--- src/rtl/alarm_match_pkg.sv ---
`timescale 1ns/1ps
package alarm_match_pkg;
  // Digit layout of the alarm page: sec(0,1) min(2,3) hour(4,5) wday(6) mday(7,8)
  localparam int NUM_DIGITS = 9;
  localparam int NUM_FIELDS = 5;

  // Lower digit index of a field (equal to upper for single-digit fields)
  function automatic int field_lo(input int f);
    case (f)
      0: return 0;
      1: return 2;
      2: return 4;
      3: return 6;
      default: return 7;
    endcase
  endfunction

  // Upper digit index of a field; this digit carries the wildcard bit
  function automatic int field_hi(input int f);
    case (f)
      0: return 1;
      1: return 3;
      2: return 5;
      3: return 6;
      default: return 8;
    endcase
  endfunction
endpackage

--- src/rtl/alarm_regfile.sv ---
`timescale 1ns/1ps
module alarm_regfile #(
  parameter int DIGIT_W    = 4,
  parameter int NUM_DIGITS = 9,
  parameter int ADDR_W     = 4,
  parameter int BANK_W     = 2,
  parameter int ALARM_BANK = 1,
  parameter int CTRL_ADDR  = 14
) (
  input  logic                          clk,
  input  logic                          rst_n,
  input  logic [BANK_W-1:0]             bank,
  input  logic [ADDR_W-1:0]             addr,
  input  logic                          wr_en,
  input  logic [DIGIT_W-1:0]            wdata,
  input  logic                          flag,
  input  logic                          ie,
  output logic [NUM_DIGITS*DIGIT_W-1:0] digits_o,
  output logic                          ctrl_wr,
  output logic [DIGIT_W-1:0]            rdata
);
  logic [NUM_DIGITS-1:0][DIGIT_W-1:0] dig_q;
  logic page_hit;

  assign page_hit = (bank == BANK_W'(ALARM_BANK));
  assign ctrl_wr  = wr_en && page_hit && (addr == ADDR_W'(CTRL_ADDR));
  assign digits_o = dig_q;

  for (genvar i = 0; i < NUM_DIGITS; i++) begin : g_digit
    always_ff @(posedge clk) begin
      if (!rst_n)
        dig_q[i] <= '0;
      else if (wr_en && page_hit && (addr == ADDR_W'(i)))
        dig_q[i] <= wdata;
    end
  end

  always_comb begin
    rdata = '0;
    if (page_hit) begin
      if (addr == ADDR_W'(CTRL_ADDR))
        rdata = {{(DIGIT_W-2){1'b0}}, flag, ie};
      for (int i = 0; i < NUM_DIGITS; i++)
        if (addr == ADDR_W'(i))
          rdata = dig_q[i];
    end
  end
endmodule

--- src/rtl/alarm_field_cmp.sv ---
`timescale 1ns/1ps
module alarm_field_cmp #(
  parameter int DIGIT_W   = 4,
  parameter bit TWO_DIGIT = 1'b1
) (
  input  logic [DIGIT_W-1:0] alarm_lo,
  input  logic [DIGIT_W-1:0] alarm_hi,
  input  logic [DIGIT_W-1:0] now_lo,
  input  logic [DIGIT_W-1:0] now_hi,
  output logic               hit
);
  localparam int MASK_BIT = DIGIT_W - 1;

  logic hi_eq;
  logic lo_eq;

  // Upper digit: wildcard bit read as 0 for the comparison
  assign hi_eq = ({1'b0, alarm_hi[MASK_BIT-1:0]} == now_hi);

  if (TWO_DIGIT) begin : g_pair
    assign lo_eq = (alarm_lo == now_lo);
  end else begin : g_single
    logic unused_lo;
    assign unused_lo = ^{alarm_lo, now_lo};
    assign lo_eq = 1'b1;
  end

  assign hit = alarm_hi[MASK_BIT] | (hi_eq & lo_eq);
endmodule

--- src/rtl/alarm_flag_ctrl.sv ---
`timescale 1ns/1ps
module alarm_flag_ctrl (
  input  logic clk,
  input  logic rst_n,
  input  logic tick,
  input  logic match_all,
  input  logic ctrl_wr,
  input  logic wr_ie,
  input  logic wr_flag,
  output logic flag_q,
  output logic ie_q,
  output logic prev_match_q,
  output logic irq
);
  logic set_evt;

  assign set_evt = tick & match_all & ~prev_match_q;

  always_ff @(posedge clk) begin
    if (!rst_n) begin
      flag_q       <= 1'b0;
      ie_q         <= 1'b0;
      prev_match_q <= 1'b0;
    end else begin
      if (tick)
        prev_match_q <= match_all;
      if (ctrl_wr)
        ie_q <= wr_ie;
      if (set_evt)
        flag_q <= 1'b1;
      else if (ctrl_wr && !wr_flag)
        flag_q <= 1'b0;
    end
  end

  assign irq = flag_q & ie_q;
endmodule

--- src/rtl/alarm_match_unit.sv ---
`timescale 1ns/1ps
module alarm_match_unit
  import alarm_match_pkg::*;
#(
  parameter int DIGIT_W    = 4,
  parameter int ADDR_W     = 4,
  parameter int BANK_W     = 2,
  parameter int ALARM_BANK = 1,
  parameter int CTRL_ADDR  = 14
) (
  input  logic                          clk,
  input  logic                          rst_n,
  input  logic [BANK_W-1:0]             bus_bank,
  input  logic [ADDR_W-1:0]             bus_addr,
  input  logic                          bus_wr,
  input  logic [DIGIT_W-1:0]            bus_wdata,
  output logic [DIGIT_W-1:0]            bus_rdata,
  input  logic [NUM_DIGITS*DIGIT_W-1:0] now_time,
  input  logic                          tick,
  output logic                          alarm_irq
);
  localparam int TIME_W = NUM_DIGITS * DIGIT_W;

  logic [TIME_W-1:0]     alarm_digits;
  logic [NUM_FIELDS-1:0] field_hit;
  logic ctrl_wr, flag_q, ie_q, prev_match_q, match_all;

  alarm_regfile #(
    .DIGIT_W(DIGIT_W), .NUM_DIGITS(NUM_DIGITS), .ADDR_W(ADDR_W),
    .BANK_W(BANK_W), .ALARM_BANK(ALARM_BANK), .CTRL_ADDR(CTRL_ADDR)
  ) u_regs (
    .clk(clk), .rst_n(rst_n), .bank(bus_bank), .addr(bus_addr),
    .wr_en(bus_wr), .wdata(bus_wdata), .flag(flag_q), .ie(ie_q),
    .digits_o(alarm_digits), .ctrl_wr(ctrl_wr), .rdata(bus_rdata)
  );

  for (genvar f = 0; f < NUM_FIELDS; f++) begin : g_field
    localparam int LO = field_lo(f);
    localparam int HI = field_hi(f);
    alarm_field_cmp #(.DIGIT_W(DIGIT_W), .TWO_DIGIT(LO != HI)) u_cmp (
      .alarm_lo(alarm_digits[LO*DIGIT_W +: DIGIT_W]),
      .alarm_hi(alarm_digits[HI*DIGIT_W +: DIGIT_W]),
      .now_lo(now_time[LO*DIGIT_W +: DIGIT_W]),
      .now_hi(now_time[HI*DIGIT_W +: DIGIT_W]),
      .hit(field_hit[f])
    );
  end

  assign match_all = &field_hit;

  alarm_flag_ctrl u_flag (
    .clk(clk), .rst_n(rst_n), .tick(tick), .match_all(match_all),
    .ctrl_wr(ctrl_wr), .wr_ie(bus_wdata[0]), .wr_flag(bus_wdata[1]),
    .flag_q(flag_q), .ie_q(ie_q), .prev_match_q(prev_match_q), .irq(alarm_irq)
  );
endmodule

--- config.mk ---
export PLATFORM = sky130hd
export DESIGN_NAME = alarm_match_unit
export DESIGN_NICKNAME = d
export VERILOG_FILES = /design/src/rtl/alarm_match_pkg.sv /design/src/rtl/alarm_regfile.sv /design/src/rtl/alarm_field_cmp.sv /design/src/rtl/alarm_flag_ctrl.sv /design/src/rtl/alarm_match_unit.sv
export SDC_FILE = /design/constraint.sdc
export NUM_CORES = 1
export LEC_CHECK = 0
export BUFFER_PORTS_ARGS = -buffer_cell sky130_fd_sc_hd__buf_2
export CORE_MARGIN = 10
export CORE_UTILIZATION = 30
export DETAILED_ROUTE_END_ITERATION = 6
export GPL_TIMING_DRIVEN = 0
export PLACE_DENSITY = 0.55
export SLEW_MARGIN = 20
export SYNTH_ARGS = -nofsm -noshare
export SYNTH_HDL_FRONTEND = slang
export SYNTH_SLANG_ARGS = --single-unit
--- constraint.sdc ---
create_clock -name clk -period 1.8 [get_ports clk]
set_input_delay 0.18 -clock clk [delete_from_list [all_inputs] [get_ports clk]]
set_output_delay 0.18 -clock clk [all_outputs]
set_load 0.02 [all_outputs]
==> results of run 1 <==
worst max path at each step:
stage                     slack, ns          startpoint      endpoint  cells after the start
final                         -0.26  u_regs.digits_o[0]  bus_rdata[0]                      6
after global routing          -0.35  u_regs.digits_o[8]  bus_rdata[0]                      6
after CTS                     -0.26  u_regs.digits_o[0]  bus_rdata[0]                      6
after detailed placement      -0.26         bus_addr[1]  bus_rdata[3]                      8
after global placement        -0.26         bus_addr[2]  bus_rdata[0]                      8
after floorplan                0.06  u_regs.digits_o[4]  bus_rdata[0]                      5
worst max-delay path, cell delays in order, from the launching register on:
cell and delay [ns]:
sky130_fd_sc_hd__dfxtp_2 0.33, sky130_fd_sc_hd__or4b_1 0.45, sky130_fd_sc_hd__a21oi_2 0.14, sky130_fd_sc_hd__a211o_1 0.16, sky130_fd_sc_hd__a22oi_2 0.09, sky130_fd_sc_hd__a211oi_2 0.22, sky130_fd_sc_hd__buf_4 0.18
layout make-up:
| type | count | share of cell area, % |
|---|---|---|
| Buffer | 21 | 4.157 |
| Sequential cell | 39 | 25.30 |
| Inverter | 1 | 0.1199 |
| Clock buffer | 5 | 2.198 |
| Tap cell | 102 | 4.077 |
| Multi-Input combinational cell | 214 | 52.00 |
| Timing Repair Buffer | 57 | 9.992 |
| Clock inverter | 3 | 2.158 |
power breakdown:
group          switching (mW)  internal [mW]  leakage, nW  total (mW)
sequential            0.00334          0.865        0.319       0.868
clock                   0.328          0.553       0.0644       0.881
combinational           0.143          0.118        0.871       0.261
registers in the layout, indices dropped and copies added, names as in the netlist:
register,cells
u_flag.prev_match_q,1
u_regs.digits_o,36
u_flag.flag_q,1
u_flag.ie_q,1
per-layer routing:
metal	global-route usage, %	vias up
li1	-	1109
met1	16.16	1019
met2	19.82	64
met3	3.482	4
met4	2.844	0
met5	0	-
timing repair:
| action | 4_1_cts | 5_1_grt |
|---|---|---|
| setup buffers | 7 | 0 |
| endpoints found under the setup margin | 5 | 5 |
| pin swaps | 13 | 1 |
| gates resized for setup | 27 | 6 |
metrics by stage:
step	power [mW]	cell area (µm²)	hold WS, ns
finish	2.010	3131	0.1747
global route	2.085	3131	0.1822
CTS	2.028	3113	0.1782
global placement	1.129	2831	0.4408
detailed placement	1.130	2831	0.4455
floorplan	1.023	2454	0.3551
placed cells by master, fill, tap and decap left out, drive strengths merged, types with 4 or more instances in the layout:
| cell | synthesis | routed |
|---|---|---|
| dfxtp | 39 | 39 |
| clkbuf | 15 | 20 |
| a21oi | 8 | 8 |
| nor2b | 23 | 23 |
| nand2 | 22 | 22 |
| buf | 6 | 62 |
| o21ai | 9 | 9 |
| nor4 | 9 | 9 |
| nand2b | 4 | 4 |
| a21boi | 16 | 16 |
| xor2 | 31 | 31 |
| mux2i | 25 | 25 |
| nand3 | 14 | 14 |
| nor2 | 10 | 10 |
logic make-up after synthesis:
| family | Yosys count | share of synthesized area, % |
|---|---|---|
| XOR/XNOR | 31 | 11.09 |
| buffers and inverters | 23 | 4.854 |
| AO/OA/AOI/OAI | 51 | 14.56 |
| multiplexers | 29 | 12.98 |
| flip-flops | 39 | 31.89 |
| AND/OR/NAND/NOR | 103 | 24.63 |
==> insert_results.sql, run 1 <==
INSERT INTO impl_metrics (metric_group, metric, value, unit) VALUES
('layout', 'final_core_utilization', '39.89', '%'),
('synth', 'yosys_warnings', '0', ''),
('clock_tree', 'ctsHoldBuffers', '0', ''),
('routing', 'antenna_left', '0', ''),
('routing', 'drt-pass1-iter-count', '5', ''),
('setup_path', 'worst_r2r_path_depth', '5', ''),
('sta', 'grt_setup_unrepaired', 'true', ''),
('layout', 'flow.area_growth_from_synthesis', '27.85', '%'),
('clock_tree', 'maximum_buffer_depth_of_the_clock_tree', '2', ''),
('die', 'fp-row-count', '32', ''),
('sta', 'fmax', '485.5', 'MHz'),
('synth', 'yosys.cell_count.top_type', 'sky130_fd_sc_hd__dfxtp_1', ''),
('routing', 'drc_errors', '0', ''),
('routing', 'drtIter0Drc', '145', ''),
('synth', 'ys_async_sr_fraction', '0', '%'),
('synth', 'synth_enable_flop_cells', '0', ''),
('sta', 'finalHoldViolations', '0', ''),
('sta', 'fin_skew', '0.006696', 'ns'),
('synth', 'ys_seq_area_share', '31.89', '%'),
('run_status', 'outcome', 'finished, violations left', ''),
('layout', 'multi_input_area', '0.001628', 'mm²'),
('pwr', 'power_density', '642.1', 'mW/mm²'),
('synth', 'synth_area_leader_cell', 'sky130_fd_sc_hd__dfxtp_1', ''),
('placement', 'numPlacedInstances', '428', ''),
('die', 'floorplan.initialDensity', '31.20', '%'),
('layout', 'layout.filler_cells', '839', ''),
('global_route', 'vias_in_the_first_global_route', '2244', ''),
('clock_tree', 'cts.clk_slew.worst_paths', '0.08', 'ns'),
('setup_path', 'worst_setup_ep_type', 'output port', ''),
('synth', 'distinct_cell_type_count_of_the_synthesized_netlist', '51', ''),
('synth', 'synthesis.area_per_instance', '8.872', 'µm²'),
('routing', 'route.met3.wl', '526', 'µm'),
('synth', 'postSynthCellCount', '276', ''),
('sta', 'tightestPinTransition', '0.5786', 'ns'),
('placement', 'gp_congestion', '0.8455', ''),
('pwr', 'vdd.ir_drop.worst', '0.0003600', 'V'),
('routing', 'viasPerCell', '4.968', ''),
('placement', 'place_ws', '-0.2601', 'ns'),
('setup_path', 'critical_path_data_required_time', '1.62', 'ns'),
('sta', 'worst_slack', '-0.2597', 'ns'),
('layout', 'antennaDiodeCount', '0', ''),
('routing', 'route.layer.met1.wl', '3.429', 'mm'),
('setup_path', 'reg2reg_setup_slack', '0.03', 'ns'),
('job', 'maxCapViolations', '0', ''),
('sta', 'setup_viol', '3', ''),
('routing', 'postRouteWirelength', '7.521', 'mm'),
('die', 'dieArea', '0.01218', 'mm²'),
('setup_path', 'critPathLaunchType', 'register', ''),
('min_path', 'timing.hold.worst.class', 'in -> reg', ''),
('setup_path', 'reg2reg_to', 'u_flag.flag_q', ''),
('layout', 'num-nets-final', '389', ''),
('die', 'die_h', '110.3', 'µm'),
('routing', 'dr.max_layer_used', 'met4', ''),
('layout', 'drive_above_1_share', '31.47', '%'),
('min_path', 'hold_start', 'tick', ''),
('global_route', 'global_route_total_overflow', '0', ''),
('synth', 'ys_top_cells_by_count', 'sky130_fd_sc_hd__dfxtp_1 (39), sky130_fd_sc_hd__xor2_1 (31), sky130_fd_sc_hd__mux2i_1 (25)', ''),
('synth', 'synth_nets', '326', ''),
('synth', 'syn_area', '0.002449', 'mm²'),
('setup_path', 'setup.worst_path.class', 'reg -> out', ''),
('min_path', 'worstHoldPathCells', '3', ''),
('global_route', 'grt_max_degree', '14', ''),
('global_route', 'antenna_violations_before_repair', '0', ''),
('die', 'fp.coreArea', '0.007848', 'mm²'),
('routing', 'via_count', '2196', ''),
('clock_tree', 'clkLatencyLatePin', '0.29', 'ns'),
('clock_tree', 'cts_tree', 'built', ''),
('setup_path', 'crit-reg2reg-launch', 'u_regs.digits_o[9]', ''),
('run_status', 'failed_checks', 'setup timing', ''),
('sta', 'relSlewSlack', '61.43', '%'),
('sta', 'final_period_minus_worst_setup_slack', '2.060', 'ns');
No activity file was read; power rests on OpenSTA's default activity.
==> run 2, diff against run 1 <==
--- a/config.mk
+++ b/config.mk
@@ -6,7 +6,7 @@
 export NUM_CORES = 1
 export LEC_CHECK = 0
 export BUFFER_PORTS_ARGS = -buffer_cell sky130_fd_sc_hd__buf_2
-export CORE_MARGIN = 10
+export CORE_MARGIN = 2
 export CORE_UTILIZATION = 30
 export DETAILED_ROUTE_END_ITERATION = 6
 export GPL_TIMING_DRIVEN = 0
==> insert_results.sql, run 2 (synthesis gave the netlist of run 1 again) <==
INSERT INTO impl_metrics (metric_group, metric, value, unit) VALUES
('setup_path', 'critical_path_data_required_time', '1.62', 'ns'),
('global_route', 'global_route.usage.met2', '26.67', '%'),
('routing', 'viasPerCell', '4.961', ''),
('global_route', 'globalRouteMet3Util', '2.474', '%'),
('clock_tree', 'cts_inserted_buffers', '5', ''),
('clock_tree', 'maximum_buffer_depth_of_the_clock_tree', '2', ''),
('sta', 'hold_slack', '0.1865', 'ns'),
('layout', 'final_core_utilization', '40.30', '%'),
('setup_path', 'timing.critical_path.fanout_max', '2', ''),
('routing', 'postRouteWirelength', '7.031', 'mm'),
('routing', 'post_detailed_route_wirelength_per_cell', '15.94', 'µm'),
('layout', 'num-nets-final', '390', ''),
('setup_path', 'critPathLaunchType', 'register', ''),
('pwr', 'total_leakage_power', '1.247', 'nW'),
('routing', 'via_count', '2188', ''),
('routing', 'drc_errors', '0', ''),
('layout', 'antennaDiodeCount', '0', ''),
('clock_tree', 'clock_sinks', '39', ''),
('min_path', 'timing.hold.worst.class', 'in -> reg', ''),
('setup_path', 'critPathArrivalTime', '1.86', 'ns'),
('layout', 'mostFrequentLayoutCells', 'sky130_fd_sc_hd__buf_2 (45), sky130_fd_sc_hd__dfxtp_1 (32), sky130_fd_sc_hd__xor2_1 (31)', ''),
('layout', 'drive_above_1_share', '33.04', '%'),
('sta', 'relSlewSlack', '59.89', '%'),
('global_route', 'grt_busiest_layer', 'met2', ''),
('clock_tree', 'ctsHoldBuffers', '0', ''),
('pwr', 'power_density', '544.1', 'mW/mm²'),
('layout', 'largest_reg_flops', '36', ''),
('clock_tree', 'cts.clk_slew.worst_paths', '0.08', 'ns'),
('layout', 'flow.area_growth_from_synthesis', '28.51', '%'),
('job', 'maxCapViolations', '0', ''),
('clock_tree', 'h-tree-depth', '2', ''),
('placement', 'io_buffers', '50', ''),
('sta', 'finalHoldViolations', '0', ''),
('min_path', 'worstHoldPathCells', '3', ''),
('setup_path', 'worst_r2r_path_depth', '5', ''),
('sta', 'slew_viol_final', '0', ''),
('global_route', 'gr-usage-all-layers', '16.16', '%'),
('die', 'io-pin-count', '55', ''),
('run_status', 'failed_checks', 'setup timing', ''),
('pwr', 'vdd.ir_drop.worst', '0.0002986', 'V'),
('run_status', 'outcome', 'finished, violations left', ''),
('sta', 'final_period_minus_worst_setup_slack', '2.037', 'ns'),
('sta', 'fmax', '490.9', 'MHz'),
('sta', 'worst_slack', '-0.2372', 'ns'),
('clock_tree', 'cts.root.buffer_cell', 'sky130_fd_sc_hd__clkbuf_8', ''),
('die', 'chipWidth', '94.35', 'µm'),
('sta', 'tightestPinTransition', '0.6017', 'ns'),
('die', 'die_h', '94.35', 'µm'),
('placement', 'gp_congestion', '0.8133', ''),
('sta', 'grt_setup_unrepaired', 'true', ''),
('sta', 'setup_viol', '3', ''),
('placement', 'final_hpwl_from_detailed_placement', '5.297', 'mm'),
('die', 'dieArea', '0.008901', 'mm²'),
('clock_tree', 'cts_tree', 'built', ''),
('sta', 'fin_skew', '0.005660', 'ns'),
('global_route', 'global_route_total_overflow', '0', ''),
('routing', 'antenna_left', '0', ''),
('global_route', 'grt_pass1_wl', '10.98', 'mm'),
('routing', 'drt-pass1-iter-count', '4', ''),
('pwr', 'total_power', '1.712', 'mW'),
('global_route', 'vias_in_the_first_global_route', '2139', ''),
('setup_path', 'setup.worst_path.class', 'reg -> out', ''),
('routing', 'drtIter0Drc', '102', ''),
('die', 'fp-row-count', '32', ''),
('placement', 'standard_cell_area_after_detailed_placement', '0.002831', 'mm²'),
('global_route', 'grt_max_degree', '11', ''),
('sta', 'period_share', '113.2', '%'),
('setup_path', 'worst_setup_ep_type', 'output port', ''),
('global_route', 'gr-usage-met1', '22.46', '%'),
('die', 'fp.coreArea', '0.007807', 'mm²'),
('clock_tree', 'clkLatencyLatePin', '0.29', 'ns'),
('layout', 'layout.cells.most_common', 'sky130_fd_sc_hd__buf_2', ''),
('die', 'floorplan.initialDensity', '31.36', '%'),
('global_route', 'antenna_violations_before_repair', '0', ''),
('layout', 'final_area', '0.003147', 'mm²');
## run 2: changes by cell type in the layout (fill, tap and decap cells not counted), sizes merged
cell	previous run	this run
bufinv	2	0
clkbuf	20	22
clkinvlp	1	0
## run 2: layer usage
metal,wire length [µm],vias to the layer above
li1,-,1104
met1,3355,1021
met2,3282,57
met3,348,6
met4,45,0
met5,0,-
## run 2: repair_timing
action                                  CTS  global route
setup buffers                             7             0
endpoints found under the setup margin    6             5
resized for setup                        27            26
pin swaps                                13             4
## run 2: path summary, 6_finish.rpt
kind | startpoint | slack [ns] | end
hold / removal | tick | 0.19 | u_flag.prev_match_q
hold reg to reg | u_flag.prev_match_q | 0.46 | u_flag.flag_q
setup / recovery | u_regs.digits_o[8] | -0.24 | bus_rdata[0]
setup reg to reg | u_regs.digits_o[26] | 0 | u_flag.flag_q
## run 2: metrics by stage
stage | setup TNS, ns | setup slack, ns | instances
after floorplan | 0 | 0.06223 | 276
after global placement | -0.8792 | -0.2552 | 428
after detailed placement | -0.8840 | -0.2554 | 428
after CTS | -0.6258 | -0.2518 | 441
after global routing | -0.8836 | -0.3278 | 441
final | -0.6093 | -0.2372 | 441
## run 2: critical path, stage by stage (launching register included)
cell                       delay [ns]
sky130_fd_sc_hd__dfxtp_2         0.33
sky130_fd_sc_hd__or4bb_1         0.40
sky130_fd_sc_hd__a31oi_2         0.19
sky130_fd_sc_hd__a211o_1         0.18
sky130_fd_sc_hd__a22oi_2         0.10
sky130_fd_sc_hd__a211oi_2        0.20
sky130_fd_sc_hd__buf_4           0.17
## run 2: power breakdown
| part | total, mW | internal (mW) | switching, mW |
|---|---|---|---|
| clock | 0.563 | 0.259 | 0.304 |
| combinational | 0.281 | 0.129 | 0.151 |
| sequential | 0.868 | 0.865 | 0.00322 |
| total | 1.71 | 1.25 | 0.459 |
## run 2: area by class of cell
cell class | count | area (µm²)
Inverter | 1 | 3.754
Clock buffer | 6 | 72.57
Buffer | 22 | 151.4
Sequential cell | 39 | 789.5
Fill cell | 826 | 4661
Tap cell | 102 | 127.6
Timing Repair Buffer | 57 | 327.8
Multi-Input combinational cell | 214 | 1674
==> run 3, diff against run 2 <==
--- a/config.mk
+++ b/config.mk
@@ -10,7 +10,7 @@
 export CORE_UTILIZATION = 30
 export DETAILED_ROUTE_END_ITERATION = 6
 export GPL_TIMING_DRIVEN = 0
-export PLACE_DENSITY = 0.55
+export PLACE_DENSITY = 0.6
 export SLEW_MARGIN = 20
 export SYNTH_ARGS = -nofsm -noshare
 export SYNTH_HDL_FRONTEND = slang
==> insert_results.sql, run 3 (synthesis gave the netlist of run 1 again) <==
INSERT INTO impl_metrics (metric_group, metric, value, unit) VALUES
('layout', 'final_cells', '447', ''),
('clock_tree', 'clock_sinks', '39', ''),
('global_route', 'gr-usage-all-layers', '16.07', '%'),
('layout', 'flow.area_growth_from_synthesis', '31.02', '%'),
('pwr', 'power_density', '549.4', 'mW/mm²'),
('die', 'fp-row-count', '32', ''),
('die', 'die_h', '94.35', 'µm'),
('sta', 'tightestPinTransition', '0.5755', 'ns'),
('global_route', 'global_route_total_overflow', '0', ''),
('layout', 'regArea', '794.5', 'µm²'),
('sta', 'final_period_minus_worst_setup_slack', '2.072', 'ns'),
('setup_path', 'critPathSlowestCell', 'sky130_fd_sc_hd__or4b_4', ''),
('setup_path', 'worst_r2r_path_depth', '5', ''),
('sta', 'slew_viol_final', '0', ''),
('pwr', 'vdd.ir_drop.worst', '0.0003306', 'V'),
('min_path', 'worstHoldPathCells', '3', ''),
('job', 'maxCapViolations', '0', ''),
('global_route', 'grt_pass1_wl', '11.01', 'mm'),
('sta', 'period_share', '115.1', '%'),
('clock_tree', 'cts_tree', 'built', ''),
('setup_path', 'crit_path_max_incr_delay', '0.45', 'ns'),
('layout', 'mostFrequentLayoutCells', 'sky130_fd_sc_hd__buf_2 (46), sky130_fd_sc_hd__xor2_1 (30), sky130_fd_sc_hd__dfxtp_1 (28)', ''),
('setup_path', 'critPathLaunchType', 'register', ''),
('clock_tree', 'cts.clk_slew.worst_paths', '0.08', 'ns'),
('placement', 'standard_cell_area_after_detailed_placement', '0.002831', 'mm²'),
('clock_tree', 'maximum_buffer_depth_of_the_clock_tree', '2', ''),
('pwr', 'total_leakage_power', '1.285', 'nW'),
('layout', 'final_area', '0.003208', 'mm²'),
('global_route', 'grt_max_degree', '14', ''),
('clock_tree', 'clkLatencyLatePin', '0.30', 'ns'),
('sta', 'finalHoldViolations', '0', ''),
('placement', 'gp_congestion', '0.8623', ''),
('layout', 'layout.filler_cells', '811', ''),
('sta', 'grt_setup_unrepaired', 'true', ''),
('die', 'io-pin-count', '55', ''),
('placement', 'numPlacedInstances', '428', ''),
('die', 'dieArea', '0.008901', 'mm²'),
('clock_tree', 'cts.root.buffer_cell', 'sky130_fd_sc_hd__clkbuf_8', ''),
('sta', 'setup_viol', '4', ''),
('layout', 'drive_above_1_share', '34.78', '%'),
('setup_path', 'cp_num_buf_inv', '1', ''),
('run_status', 'outcome', 'finished, violations left', ''),
('sta', 'relSlewSlack', '61.64', '%'),
('placement', 'final_hpwl_from_detailed_placement', '5.356', 'mm'),
('layout', 'antennaDiodeCount', '0', ''),
('global_route', 'antenna_violations_before_repair', '0', ''),
('clock_tree', 'cts_inserted_buffers', '5', ''),
('die', 'floorplan.initialDensity', '31.36', '%'),
('setup_path', 'cp_top_family', 'compound AO/OA/AOI/OAI gates', ''),
('min_path', 'hold_start', 'bus_wdata[1]', ''),
('routing', 'via_count', '2247', ''),
('setup_path', 'crit-reg2reg-launch', 'u_regs.digits_o[26]', ''),
('setup_path', 'reg2reg_to', 'u_flag.flag_q', ''),
('routing', 'postRouteWirelength', '7.145', 'mm'),
('setup_path', 'setup.worst_path.class', 'reg -> out', ''),
('layout', 'num-nets-final', '394', ''),
('sta', 'worst_slack', '-0.2716', 'ns'),
('run_status', 'failed_checks', 'setup timing', ''),
('layout', 'layout.cells.most_common', 'sky130_fd_sc_hd__buf_2', ''),
('routing', 'drt-pass1-iter-count', '4', ''),
('routing', 'drtIter0Drc', '91', ''),
('setup_path', 'timing.critical_path.fanout_max', '2', ''),
('placement', 'io_buffers', '50', ''),
('layout', 'multi_input_area', '0.001658', 'mm²'),
('sta', 'fin_skew', '0.003462', 'ns'),
('setup_path', 'worst_setup_ep_type', 'output port', ''),
('routing', 'antenna_left', '0', ''),
('layout', 'final_core_utilization', '41.09', '%'),
('clock_tree', 'h-tree-depth', '2', ''),
('die', 'fp.coreArea', '0.007807', 'mm²'),
('global_route', 'vias_in_the_first_global_route', '2191', ''),
('layout', 'largest_reg_flops', '36', ''),
('sta', 'fmax', '482.7', 'MHz'),
('setup_path', 'critical_path_data_required_time', '1.62', 'ns'),
('min_path', 'timing.hold.worst.class', 'in -> reg', ''),
('die', 'chipWidth', '94.35', 'µm'),
('routing', 'viasPerCell', '5.027', ''),
('setup_path', 'critical_path.cell_chain', 'or4b_4 > a21oi_2 > a211o_1 > a22oi_2 > a211oi_2 > buf_4', ''),
('setup_path', 'reg2reg_setup_slack', '-0.02', 'ns'),
('routing', 'drc_errors', '0', ''),
('setup_path', 'critPathArrivalTime', '1.89', 'ns'),
('routing', 'post_detailed_route_wirelength_per_cell', '15.98', 'µm'),
('min_path', 'hold_path_end', 'u_regs.digits_o[1]', '');
run 3: what timing repair did:
| item | 4_1_cts | 5_1_grt |
|---|---|---|
| buffers inserted | 9 | 4 |
| resized for setup | 20 | 27 |
| gates cloned | 0 | 1 |
| pin swaps | 16 | 11 |
| setup endpoints to repair | 6 | 6 |
| hold buffers | 0 | 0 |
run 3: worst max-delay path by stage:
stage | cells past startpoint | from | slack, ns | to
after CTS | 6 | u_regs.digits_o[0] | -0.30 | bus_rdata[0]
after floorplan | 5 | u_regs.digits_o[4] | 0.06 | bus_rdata[0]
after global placement | 8 | bus_addr[3] | -0.23 | bus_rdata[1]
final | 6 | u_regs.digits_o[0] | -0.27 | bus_rdata[0]
after detailed placement | 8 | bus_addr[3] | -0.25 | bus_rdata[1]
after global routing | 6 | u_regs.digits_o[0] | -0.35 | bus_rdata[0]
run 3: final cells by class:
type                    instances  area share (%)
plain buffers                  19           3.783
well taps                     102           3.978
clock buffers                   5           2.145
multi-input cells             214           51.68
flip-flops and latches         39           24.77
clock inverters                 3          0.6240
inverters                       1          0.1170
repair buffers                 64           12.91
run 3: per-stage QoR:
| stage | hold WS, ns | worst slack, ns | power [mW] | TNS (ns) |
|---|---|---|---|---|
| 5_1_grt | 0.1999 | -0.3454 | 1.824 | -0.9163 |
| 2_1_floorplan | 0.3551 | 0.06223 | 1.023 | 0 |
| 3_5_place_dp | 0.4470 | -0.2490 | 1.129 | -0.8577 |
| 4_1_cts | 0.1780 | -0.2970 | 1.741 | -0.7009 |
| 3_3_place_gp | 0.4427 | -0.2345 | 1.126 | -0.7983 |
| 6_report | 0.1892 | -0.2716 | 1.762 | -0.7194 |
run 3: report_power, final:
group	switching [mW]	internal, mW
sequential	0.00329	0.865
combinational	0.151	0.138
clock	0.335	0.270
total	0.490	1.27
run 3: worst reg2reg max path, delay by kind of cell, from the launching register on:
kind	cells	cell delay, ns
compound gates	2	0.30
xor+xnor	1	0.16
flops	1	0.35
simple gates	2	0.93
run 3: per-layer routing:
metal,track usage (%),part of all wire (%),vias up
met5,0,0,-
met4,3.502,0.87,0
met3,2.873,6.0,8
met2,26.49,46,77
met1,22.05,47,1045
li1,-,-,1117
